===== config.mk =====
export PLATFORM = sky130hd
export DESIGN_NAME = ecc_line_track
export DESIGN_NICKNAME = d
export VERILOG_FILES = /design/src/rtl/ecc_line_pkg.sv /design/src/rtl/ecc_line_track.sv
export SDC_FILE = /design/constraint.sdc
export NUM_CORES = 1
export LEC_CHECK = 0
export ABC_AREA = 1
export BUFFER_PORTS_ARGS = -buffer_cell sky130_fd_sc_hd__buf_4
export CORE_AREA = 2 2 39 41
export DETAILED_ROUTE_END_ITERATION = 16
export DIE_AREA = 0 0 41 43
export PLACE_DENSITY = 0.68
export SLEW_MARGIN = 20
export SYNTH_ARGS = -nofsm -noshare
export SYNTH_HDL_FRONTEND = slang
export SYNTH_SLANG_ARGS = --single-unit

===== constraint.sdc =====
create_clock -name clk -period 1.7 [get_ports clk]
set_input_delay 0.085 -clock clk [delete_from_list [all_inputs] [get_ports clk]]
set_output_delay 0.085 -clock clk [all_outputs]
set_load 0.01 [all_outputs]

===== src/rtl/ecc_line_pkg.sv =====
// Shared constants and helpers for the doubleword ECC line checker.
// Assumes 64-bit data and 8 check bits; the pattern rotation step is 64/8.
package ecc_line_pkg;
    localparam int DW      = 64;
    localparam int CW      = 8;
    localparam int ROT     = DW / CW;
    localparam logic [DW-1:0] BASE_PATTERN = 64'h0738_C808_0992_64FF;

    // Selection pattern for check bit idx: base rotated left by ROT*idx.
    function automatic logic [DW-1:0] sel_pattern(input int idx);
        logic [2*DW-1:0] dbl;
        dbl = {BASE_PATTERN, BASE_PATTERN};
        return dbl[2*DW-1-ROT*idx -: DW];
    endfunction

    // Per-beat verdict.
    typedef struct packed {
        logic bad;
        logic single;
        logic multi;
    } beat_verdict_t;
endpackage


===== src/rtl/ecc_line_track.sv =====
// Tracks the beat order within a line and accumulates the line summary.
// Assumes beats come in offset order 0..BEATS-1. A mismatched offset discards the line.
// Results are registered, so they appear one cycle after acceptance.
module ecc_line_track
    import ecc_line_pkg::*;
#(
    parameter int BEATS = 4,
    localparam int OW   = $clog2(BEATS)
) (
    input  logic          clk,
    input  logic          rst_n,
    input  logic          accept,
    input  logic [OW-1:0] offset,
    input  beat_verdict_t verdict,
    output logic          done,
    output logic          seq_err,
    output logic [BEATS-1:0] mask,
    output logic          single_err,
    output logic          multi_err
);
    localparam logic [OW-1:0] LAST = OW'(BEATS - 1);

    logic [OW-1:0]    exp_off;
    logic [BEATS-1:0] beat_bit;

    // Mask contribution of the current beat: bit (BEATS-1-offset).
    always_comb begin
        beat_bit = '0;
        for (int b = 0; b < BEATS; b++) begin
            if (offset == OW'(BEATS - 1 - b)) beat_bit[b] = verdict.bad;
        end
    end

    // Sequence tracking, summary accumulation and strobes.
    always_ff @(posedge clk) begin
        if (!rst_n) begin
            exp_off    <= '0;
            mask       <= '0;
            single_err <= 1'b0;
            multi_err  <= 1'b0;
            done       <= 1'b0;
            seq_err    <= 1'b0;
        end else begin
            done    <= 1'b0;
            seq_err <= 1'b0;
            if (accept) begin
                if (offset != exp_off) begin
                    seq_err    <= 1'b1;
                    exp_off    <= '0;
                    mask       <= '0;
                    single_err <= 1'b0;
                    multi_err  <= 1'b0;
                end else begin
                    if (offset == '0) begin
                        mask       <= beat_bit;
                        single_err <= verdict.single;
                        multi_err  <= verdict.multi;
                    end else begin
                        mask       <= mask | beat_bit;
                        single_err <= single_err | verdict.single;
                        multi_err  <= multi_err | verdict.multi;
                    end
                    exp_off <= (offset == LAST) ? '0 : exp_off + 1'b1;
                    done    <= (offset == LAST);
                end
            end
        end
    end
endmodule


Yosys cells after proc, flatten, opt, wreduce, memory -nomap -nowiden
Index checks and enable logic that the tools add are counted.
- latch bits: 0
- RAM bits: 0
- register bits: 10
- output and inout bits: 8
- ROM bits: 0
- memories: 0
- shifts and indexed selects: 0
- equality and inequality tests: 4
- add/subtract/negate cells: 1
- muxes and demuxes: 13
- divide/modulo/power cells: 0
- $mul: 0
- bitwise logic cells: 5
- reductions and logical operators: 3
- magnitude comparators: 0
- operators with widths (kind ; count):
    $mux W1 ; 9
    $mux W4 ; 2
    $eq A2 B2 Y1 const B ; 2
    $mux W2 ; 2
    $or A4 B4 Y4 ; 1
    $reduce_or A3 Y1 ; 1
    $add A2 B1 Y2 const B ; 1
    $eq A2 B1 Y1 const B ; 1
    $logic_not A2 Y1 ; 1
    $ne A2 B2 Y1 ; 1
    $not A1 Y1 ; 2
    $or A1 B1 Y1 ; 2
    $reduce_and A2 Y1 ; 1

Depth between registers and ports, before layout
Gate-level depths: netlist of run 1.
- depth after elaboration: 5
- mapped depth: 7

Worst setup path before layout of run 1
No wires, ideal clock.
- path kind: flip-flop to flip-flop
- start point: reg exp_off[1]
- end point: reg mask[1]
- buffers on the path: 0
- data arrival time: 0.792 ns
- setup time: 0.112 ns
- stages on the path, launching flop included: 8
- path slack: 0.795 ns
- cells stage by stage: dfxtp_1 inv_1 nand2_1 nand2_1 nand2_2 nand2_1 nand3_1 nor2_1
- longest elaborated chain between the ends: 2
- RTL lines (item ; line ; text):
    from (decl) ; ecc_line_track.sv:23 ; logic [OW-1:0] exp_off;
    from (signal assigned) ; ecc_line_track.sv:63 ; exp_off <= (offset == LAST) ? '0 : exp_off + 1'b1;
    $ne A2 B2 Y1 ; ecc_line_track.sv:47 ; if (offset != exp_off) begin
    $mux W4 ; ecc_line_track.sv:47 ;
    to (signal assigned) ; ecc_line_track.sv:55 ; mask <= beat_bit;
    to (signal assigned) ; ecc_line_track.sv:59 ; mask <= mask | beat_bit;
    to (decl) ; ecc_line_track.sv:17 ; output logic [BEATS-1:0] mask,
No other way between the ends.
A chain may end at the register's enable or synchronous reset.

Final worst setup path of run 1
- start point: reg exp_off[1]
- end point: reg mask[2]
Same word-level chain as after synthesis.

==> results.toml, run 1 <==
[worst_setup_path]
path_depth = 7
crit_chain = "inv_1 > nand2_1 > nand2_1 > nand2_2 > nand2_1 > nand3_1 > nor2_1"
setup.worst_path.end = "mask[2]"
critPathArrivalTime_ns = 1.21
r2r_end = "mask[2]"
path_class = "reg2reg"
crit_path_end_kind = "flip-flop"
required_ns = 1.86
path_max_fanout = 5
reg2reg_setup_slack_ns = 0.65
slowest_delay_ns = 0.39
startpoint = "exp_off[1]"
cp.buffers_inverters = 1
crit_path_start_kind = "flip-flop"
path_common_cell = "nand2_1"
rr_worst_depth = 7
slowest_stage = "dfxtp_1"
cpLargestDelayFamily = "simple AND/OR/NAND/NOR gates"
r2r-start = "exp_off[1]"

[clock_tree]
hold_buffers = 0
clockBufferDepth = 2
cts.sinks = 10
clk_pin_slew_ns = 0.07
cts-root-buf = "clkbuf_4"
cts_tree = "yes"
cts_made_buffers = 3
htreeDepth = 1
cts_setup_buffers = 0
clkLatencyLatePin_ns = 0.26
cts_resized = 0

[global_route]
grt_first_pass_wirelength_um = 2010
grt_start_max_net_pins = 9
antenna_found_initial = 0
grt_pass1_vias = 513
grtUsageTotal_pct = 16.7
overflow = 0

[floorplanning]
pin_count = 16
start_util_pct = 35.7
die-area_mm2 = 0.00176
fp.dieW_um = 41
rows = 14
die_h_um = 43
coreArea_mm2 = 0.00138

[synth]
synth.largest_area_cell = "dfxtp_1"
yosysSeqAreaShare_pct = 40.5
synthSimpleGateAreaFrac_pct = 36.2
syn_area_um2 = 494
synth_top_family_by_area = "simple AND/OR/NAND/NOR gates"
synth-compound-area-share_pct = 14.2
syn-instance-count = 77
synth-seq-cells = 10
syn_avg_cell_area_um2 = 6.42
synthTopCellsByArea = "dfxtp_1 (41%), nand2_1 (20%), inv_1 (8.4%)"
synthAdderAreaFrac_pct = 0
synth_top_area_share_pct = 40.5
synth-xor-area-share_pct = 0
syn_nets = 85
synthMuxAreaShare_pct = 0
ys_warn_count = 0
ys_types = 12

[cells_and_area]
nFillCells = 144
drive_gt1_share_pct = 22.1
num_antenna_cells = 0
ff_latch_area_um2 = 200
layout_common_cells = "nand2_1 (26), buf_4 (15), inv_1 (11), dfxtp_1 (10), nand3_1 (8)"
layout_commonest_cell = "nand2_1"
multi_input_comb_area_um2 = 249
fin_nets = 105
synthToLayoutAreaGrowth_pct = 31.4
fin_cells = 111

[status]
status = "complete, no violations"

[sta]
rsz0062_at_grt = "no"
clock_skew_ns = 0.00577
setup_viol = 0
final_hold_viol_count = 0
tns_ns = 0
slew_violations = 0
fmax_mhz = 953
finalCritPeriodShare_pct = 61.7
fin_crit_ns = 1.05
relSlewSlack_pct = 86.3
worst_pin_slew_ns = 0.204
holdWs_ns = 0.0868
worst_slack_ns = 0.651

[placed_design]
placed_cells = 108
portBuffers = 15
gp_congestion = 0.820
dp_hpwl_um = 852
pre_cts_slack_ns = 0.648

[power]
ir_drop_uv = 347
p_leak_nw = 0.322
power_density_mw_per_mm2 = 750
finalPower_uw = 487

[drt]
wl_met2_um = 542
wl_met3_um = 104
routed_wirelength_um = 1170
vias = 525
dr.pass1.iters = 4
top_layer = "met4"
ant_nets = 0
wl_met1_um = 511
wire_per_inst_um = 10.5
drt-vias-per-instance = 4.73
drcViolationCount = 0
drt-initial-drc-count = 10

[hold_path]
hp-class = "in2reg"
min_from = "verdict[2]"

[run]
maxCapViolCount = 0
==> logic make-up after synthesis <==
logic type	Yosys count
AO/OA/AOI/OAI	12
flip-flops	10
AND/OR/NAND/NOR	43
buffers and inverters	12
==> cells in the mapped netlist, drive strengths merged <==
cell type / n
nand2: 27
inv: 12
dfxtp: 10
nand3: 8
nor2: 7
a21oi: 4
o21ai: 4
o21bai: 4
nor4: 1
==> per-layer routing <==
layer / track usage (%) / vias to the layer above
met2: 25.0 / 21
met5: 0 / -
met3: 8.38 / 2
li1: - / 279
met1: 19.7 / 223
met4: 6.00 / 0
==> per-stage QoR <==
stage / util [%] / cell area [um^2]
after CTS: 46.9 / 649
after global placement: 45.3 / 627
after global routing: 46.9 / 649
after detailed placement: 45.3 / 627
final: 46.9 / 649
after floorplan: - / 494
==> flip-flops by register name, summed over array words and instances, names as in the netlist <==
signal / flops
mask: 4
seq_err: 1
multi_err: 1
single_err: 1
exp_off: 2
done: 1
==> final cells by class <==
cell class	instances	share of cell area, %
Clock buffer	3	3.47
Inverter	12	6.94
Multi-Input combinational cell	55	38.3
Sequential cell	10	30.8
Tap cell	16	3.08
Timing Repair Buffer	15	17.3
==> worst min-delay path: stages <==
cell and delay [ns]:
buf_4 0.11, nand2_1 0.06, a21oi_1 0.05
==> power by group <==
part / switching, mW / total, mW / internal, mW
clock network: 0.0801 / 0.162 / 0.0817
logic: 0.0461 / 0.0794 / 0.0333
registers: 0.00420 / 0.246 / 0.241
total: 0.130 / 0.487 / 0.356
==> how the worst min path moves through the flow <==
stage                         end  cells past startpoint  slack, ns
after floorplan           mask[0]                      2       0.22
after global placement    mask[3]                      3       0.36
after detailed placement  mask[3]                      3       0.37
after CTS                 mask[3]                      3       0.08
after global routing      mask[3]                      3       0.09
final                     mask[3]                      3       0.09
Note: power is estimated with default switching activity, not from simulation.
==> run 2: changes to the inputs <==
--- a/config.mk
+++ b/config.mk
@@ -5,12 +5,12 @@
 export SDC_FILE = /design/constraint.sdc
 export NUM_CORES = 1
 export LEC_CHECK = 0
-export ABC_AREA = 1
+export ABC_AREA = 0
 export BUFFER_PORTS_ARGS = -buffer_cell sky130_fd_sc_hd__buf_4
 export CORE_AREA = 2 2 39 41
 export DETAILED_ROUTE_END_ITERATION = 16
 export DIE_AREA = 0 0 41 43
-export PLACE_DENSITY = 0.68
+export PLACE_DENSITY = 0.64
 export SLEW_MARGIN = 20
 export SYNTH_ARGS = -nofsm -noshare
 export SYNTH_HDL_FRONTEND = slang
==> constraint.sdc (replaced) <==
create_clock -name clk -period 1.05 [get_ports clk]
set_input_delay 0.0525 -clock clk [delete_from_list [all_inputs] [get_ports clk]]
set_output_delay 0.0525 -clock clk [all_outputs]
set_load 0.01 [all_outputs]
==> results.toml, run 2 <==
[synth]
synth_most_common_cell = "dfxtp_1"
syn_area_um2 = 439
syn_avg_cell_area_um2 = 8.45
ys_warn_count = 0
synth_common_cells = "dfxtp_1 (10), nand2_1 (6), a21oi_1 (4), nand3_1 (4)"
synthTopCellsByArea = "dfxtp_1 (46%), nand2_1 (5.1%), a21oi_1 (4.6%)"
synth-seq-cells = 10
synth-async-reset-ratio_pct = 0
synth_top_area_share_pct = 45.6
ys.flop_type = "dfxtp_1"
syn_nets = 60
synth-edff-count = 0
synth.largest_area_cell = "dfxtp_1"
ys_types = 24
syn-instance-count = 52
yosysSeqAreaShare_pct = 45.6

[clock_tree]
clkLatencyLatePin_ns = 0.27
hold_buffers = 0
cts_made_buffers = 3
cts.sinks = 10
cts_setup_buffers = 0
cts-root-buf = "clkbuf_4"
clk_pin_slew_ns = 0.05
clockBufferDepth = 2
cts_tree = "yes"
htreeDepth = 1

[floorplanning]
start_util_pct = 31.7
coreArea_mm2 = 0.00138
pin_count = 16
fp.dieW_um = 41
die-area_mm2 = 0.00176
die_h_um = 43
rows = 14

[cells_and_area]
regMostFlops = "mask"
synthToLayoutAreaGrowth_pct = 70.9
nFillCells = 116
layout_common_cells = "buf_4 (21), dfxtp_1 (8), nand2_1 (5)"
utilization_pct = 54.2
num_antenna_cells = 0
design_area_um2 = 751
reg_top3 = "mask x4, exp_off x2"
largest_reg_flops = 4
layout_commonest_cell = "buf_4"
drive_gt1_share_pct = 56.8
fin_nets = 84
fin_cells = 90

[sta]
slew_violations = 0
clock_skew_ns = 0.00599
finalCritPeriodShare_pct = 102
holdWs_ns = 0.0640
fin_crit_ns = 1.07
worst_pin_slew_ns = 0.267
worst_slack_ns = -0.0221
relSlewSlack_pct = 82.1
rsz0062_at_grt = "yes"
fmax_mhz = 933
final_hold_viol_count = 0
tns_ns = -0.0645
setup_viol = 4

[placed_design]
gp_congestion = 0.775
dpl_cell_area_um2 = 614
placed_cells = 88
dp_hpwl_um = 849
pre_cts_slack_ns = -0.128
portBuffers = 15

[drt]
ant_nets = 0
wire_per_inst_um = 13.4
wl_met1_um = 499
wl_met2_um = 636
drt-vias-per-instance = 5.17
wl_met3_um = 53
top_layer = "met4"
dr.pass1.iters = 4
drt-initial-drc-count = 5
drcViolationCount = 0
vias = 465
routed_wirelength_um = 1210

[power]
p_int_uw = 600
p_seq_share_pct = 47.8
p_clk_share_pct = 31.2
p_sw_uw = 221
switching_share_pct = 26.9
p_leak_nw = 0.296
finalPower_uw = 821
power_density_mw_per_mm2 = 1090
ir_drop_uv = 665
pwr-share-comb_pct = 20.9

[global_route]
antenna_found_initial = 0
grt_pass1_vias = 446
grtUsageTotal_pct = 16.2
grt_first_pass_wirelength_um = 1890
overflow = 0
grt_start_max_net_pins = 10

[worst_setup_path]
reg2reg_setup_slack_ns = -0.02
path_class = "reg2reg"
required_ns = 1.25
crit_path_end_kind = "flip-flop"
critPathArrivalTime_ns = 1.27
crit_path_start_kind = "flip-flop"
path_max_fanout = 5

[status]
status = "finished with violations"
failed_checks = "negative setup slack"

[run]
maxCapViolCount = 0

[hold_path]
hp-class = "in2reg"
==> run 2: path summary, 6_finish.rpt <==
path	depth (start not counted)	endpoint	startpoint
setup / recovery	2	exp_off[1]	exp_off[1]
hold / removal	3	exp_off[0]	accept
setup reg to reg	2	exp_off[1]	exp_off[1]
hold reg to reg	2	multi_err	multi_err
==> run 2: power groups by stage <==
| stage | Clock, mW | Sequential, mW | Combinational, mW |
|---|---|---|---|
| after floorplan | 0 | 0.407 | 0.0531 |
| after global placement | 0 | 0.403 | 0.131 |
| after detailed placement | 0 | 0.403 | 0.131 |
| after CTS | 0.267 | 0.396 | 0.139 |
| after global routing | 0.277 | 0.394 | 0.185 |
| final | 0.257 | 0.393 | 0.172 |
==> run 2: final cells by class <==
class	instances	area [um^2]	area share (%)
Clock buffer	3	22.5	3.00
Inverter	4	15.0	2.00
Multi-Input combinational cell	36	328	43.7
Sequential cell	10	208	27.7
Tap cell	16	20.0	2.67
Timing Repair Buffer	21	158	21.0
==> run 2: kinds of logic (layout without fill, tap and decap cells) <==
group | Yosys count | after routing | synth area share [%]
compound gates | 14 | 14 | 20.2
xor+xnor | 2 | 2 | 3.99
buf+inv | 6 | 28 | 5.70
flops | 10 | 10 | 45.6
simple gates | 20 | 20 | 24.5
==> run 2: per-layer routing <==
| layer | global-route usage [%] | vias to the layer above |
|---|---|---|
| met5 | 0 | - |
| met4 | 6.00 | 0 |
| met3 | 6.28 | 2 |
| met2 | 24.4 | 10 |
| met1 | 20.3 | 218 |
| li1 | - | 235 |
==> run 2: timing repair <==
action                                  in CTS  in global routing
endpoints found under the hold margin        0                  0
gates resized for setup                      5                 19
endpoints found under the setup margin       8                  9
pin swaps                                    4                 10
==> run 2: critical path: stages (launching register included) <==
cell and delay [ns]:
dfxtp_4 0.37, or4_4 0.51, a21oi_2 0.12
==> run 3: changes to the inputs <==
==> constraint.sdc (replaced) <==
create_clock -name clk -period 1.3 [get_ports clk]
set_input_delay 0.065 -clock clk [delete_from_list [all_inputs] [get_ports clk]]
set_output_delay 0.065 -clock clk [all_outputs]
set_load 0.01 [all_outputs]
==> results.toml, run 3 (synthesis gave the netlist of run 2 again) <==
[global_route]
grt_pass1_vias = 412
grtUsageTotal_pct = 14.4
antenna_found_initial = 0
grt_start_max_net_pins = 10
grt_first_pass_wirelength_um = 1740
overflow = 0

[drt]
drt-vias-per-instance = 5.30
vias = 456
drcViolationCount = 0
dr.pass1.iters = 4
routed_wirelength_um = 1070
drt-initial-drc-count = 15
ant_nets = 0
wire_per_inst_um = 12.5

[worst_setup_path]
path_class = "reg2reg"
crit_chain = "xnor2_2 > nand2_1 > o32ai_1"
path_max_fanout = 6
startpoint = "exp_off[0]"
crit_path_end_kind = "flip-flop"
slowest_stage = "dfxtp_1"
r2r-start = "exp_off[0]"
required_ns = 1.48
slowest_delay_ns = 0.37
crit_path_start_kind = "flip-flop"
critPathArrivalTime_ns = 1.35

[cells_and_area]
nFillCells = 138
regMostFlops = "mask"
layout_commonest_cell = "buf_4"
fin_nets = 79
largest_reg_flops = 4
ff_latch_area_um2 = 200
reg_top3 = "mask x4, exp_off x2"
num_antenna_cells = 0
utilization_pct = 44.7
drive_gt1_share_pct = 32.9
layout_common_cells = "buf_4 (16), dfxtp_1 (10), nand2_1 (6), nand3_1 (4), a21oi_1 (4)"
fin_cells = 86
synthToLayoutAreaGrowth_pct = 40.7
multi_input_comb_area_um2 = 226

[clock_tree]
hold_buffers = 0
cts_setup_buffers = 0
cts_tree = "yes"
cts-root-buf = "clkbuf_4"
clkLatencyLatePin_ns = 0.27
cts_resized = 0
clk_pin_slew_ns = 0.07
cts.sinks = 10
htreeDepth = 1
clockBufferDepth = 2
cts_made_buffers = 3

[hold_path]
min_from = "verdict[0]"
hp-class = "in2reg"

[power]
p_leak_nw = 0.258
ir_drop_uv = 363
power_density_mw_per_mm2 = 1130

[sta]
fin_crit_ns = 1.17
relSlewSlack_pct = 76.9
setup_viol = 0
finalCritPeriodShare_pct = 90.4
slew_violations = 0
worst_pin_slew_ns = 0.342
fmax_mhz = 851
final_hold_viol_count = 0
clock_skew_ns = 0.00322
holdWs_ns = 0.0817

[floorplanning]
fp.dieW_um = 41
rows = 14
coreArea_mm2 = 0.00138
die-area_mm2 = 0.00176
pin_count = 16
start_util_pct = 31.7
die_h_um = 43

[status]
status = "complete, no violations"

[placed_design]
placed_cells = 82
dp_hpwl_um = 747
portBuffers = 15
gp_congestion = 0.738

[run]
maxCapViolCount = 0
[run 3: changes by cell type in the layout (fill, tap and decap cells not counted), moves of 2 or more]
| cell | delta |
|---|---|
| a21oi_1 | +2 |
| buf_4 | -5 |
| dfxtp_1 | +2 |
| dfxtp_4 | -2 |
| nor3_1 | +3 |
| nor3_2 | -3 |
[run 3: layout make-up]
class,count,area share (%)
Inverter,4,2.43
Timing Repair Buffer,16,19.4
Multi-Input combinational cell,36,36.6
Clock buffer,4,5.87
Sequential cell,10,32.4
Tap cell,16,3.24
[run 3: worst paths after layout]
kind / cells after the start / slack [ns] / end
worst max register to register: 3 / 0.13 / mask[3]
worst max-delay path: 3 / 0.13 / mask[3]
worst min register to register: 2 / 0.48 / multi_err
worst min-delay path: 3 / 0.08 / multi_err
[run 3: critical path: cells and delay by family, from the launching register on]
family / cells / cell delay (ns)
compound gates: 1 / 0.29
xor+xnor: 1 / 0.27
flops: 1 / 0.37
simple gates: 1 / 0.16
[run 3: where the power goes]
| group | switching (mW) | internal (mW) | total, mW | leakage [nW] |
|---|---|---|---|---|
| registers | 0.00555 | 0.314 | 0.320 | 0.0812 |
| logic | 0.0502 | 0.0429 | 0.0931 | 0.156 |
| clock network | 0.115 | 0.170 | 0.285 | 0.0210 |
[run 3: stage by stage]
stage	area (um^2)	setup TNS (ns)	power (mW)	worst slack [ns]
floorplan	439	0	0.372	0.227
global placement	569	0	0.415	0.141
detailed placement	569	0	0.415	0.0807
CTS	606	0	0.690	0.0873
global route	618	-0.0571	0.725	-0.0355
finish	618	0	0.698	0.125
[run 3: per-layer routing]
| layer | up-vias | global-route usage [%] | part of all wire (%) |
|---|---|---|---|
| met5 | - | 0 | 0 |
| met4 | 0 | 8.00 | 3.9 |
| met3 | 5 | 1.57 | 3.4 |
| met2 | 14 | 21.3 | 48 |
| met1 | 208 | 19.3 | 45 |
| li1 | 229 | - | - |
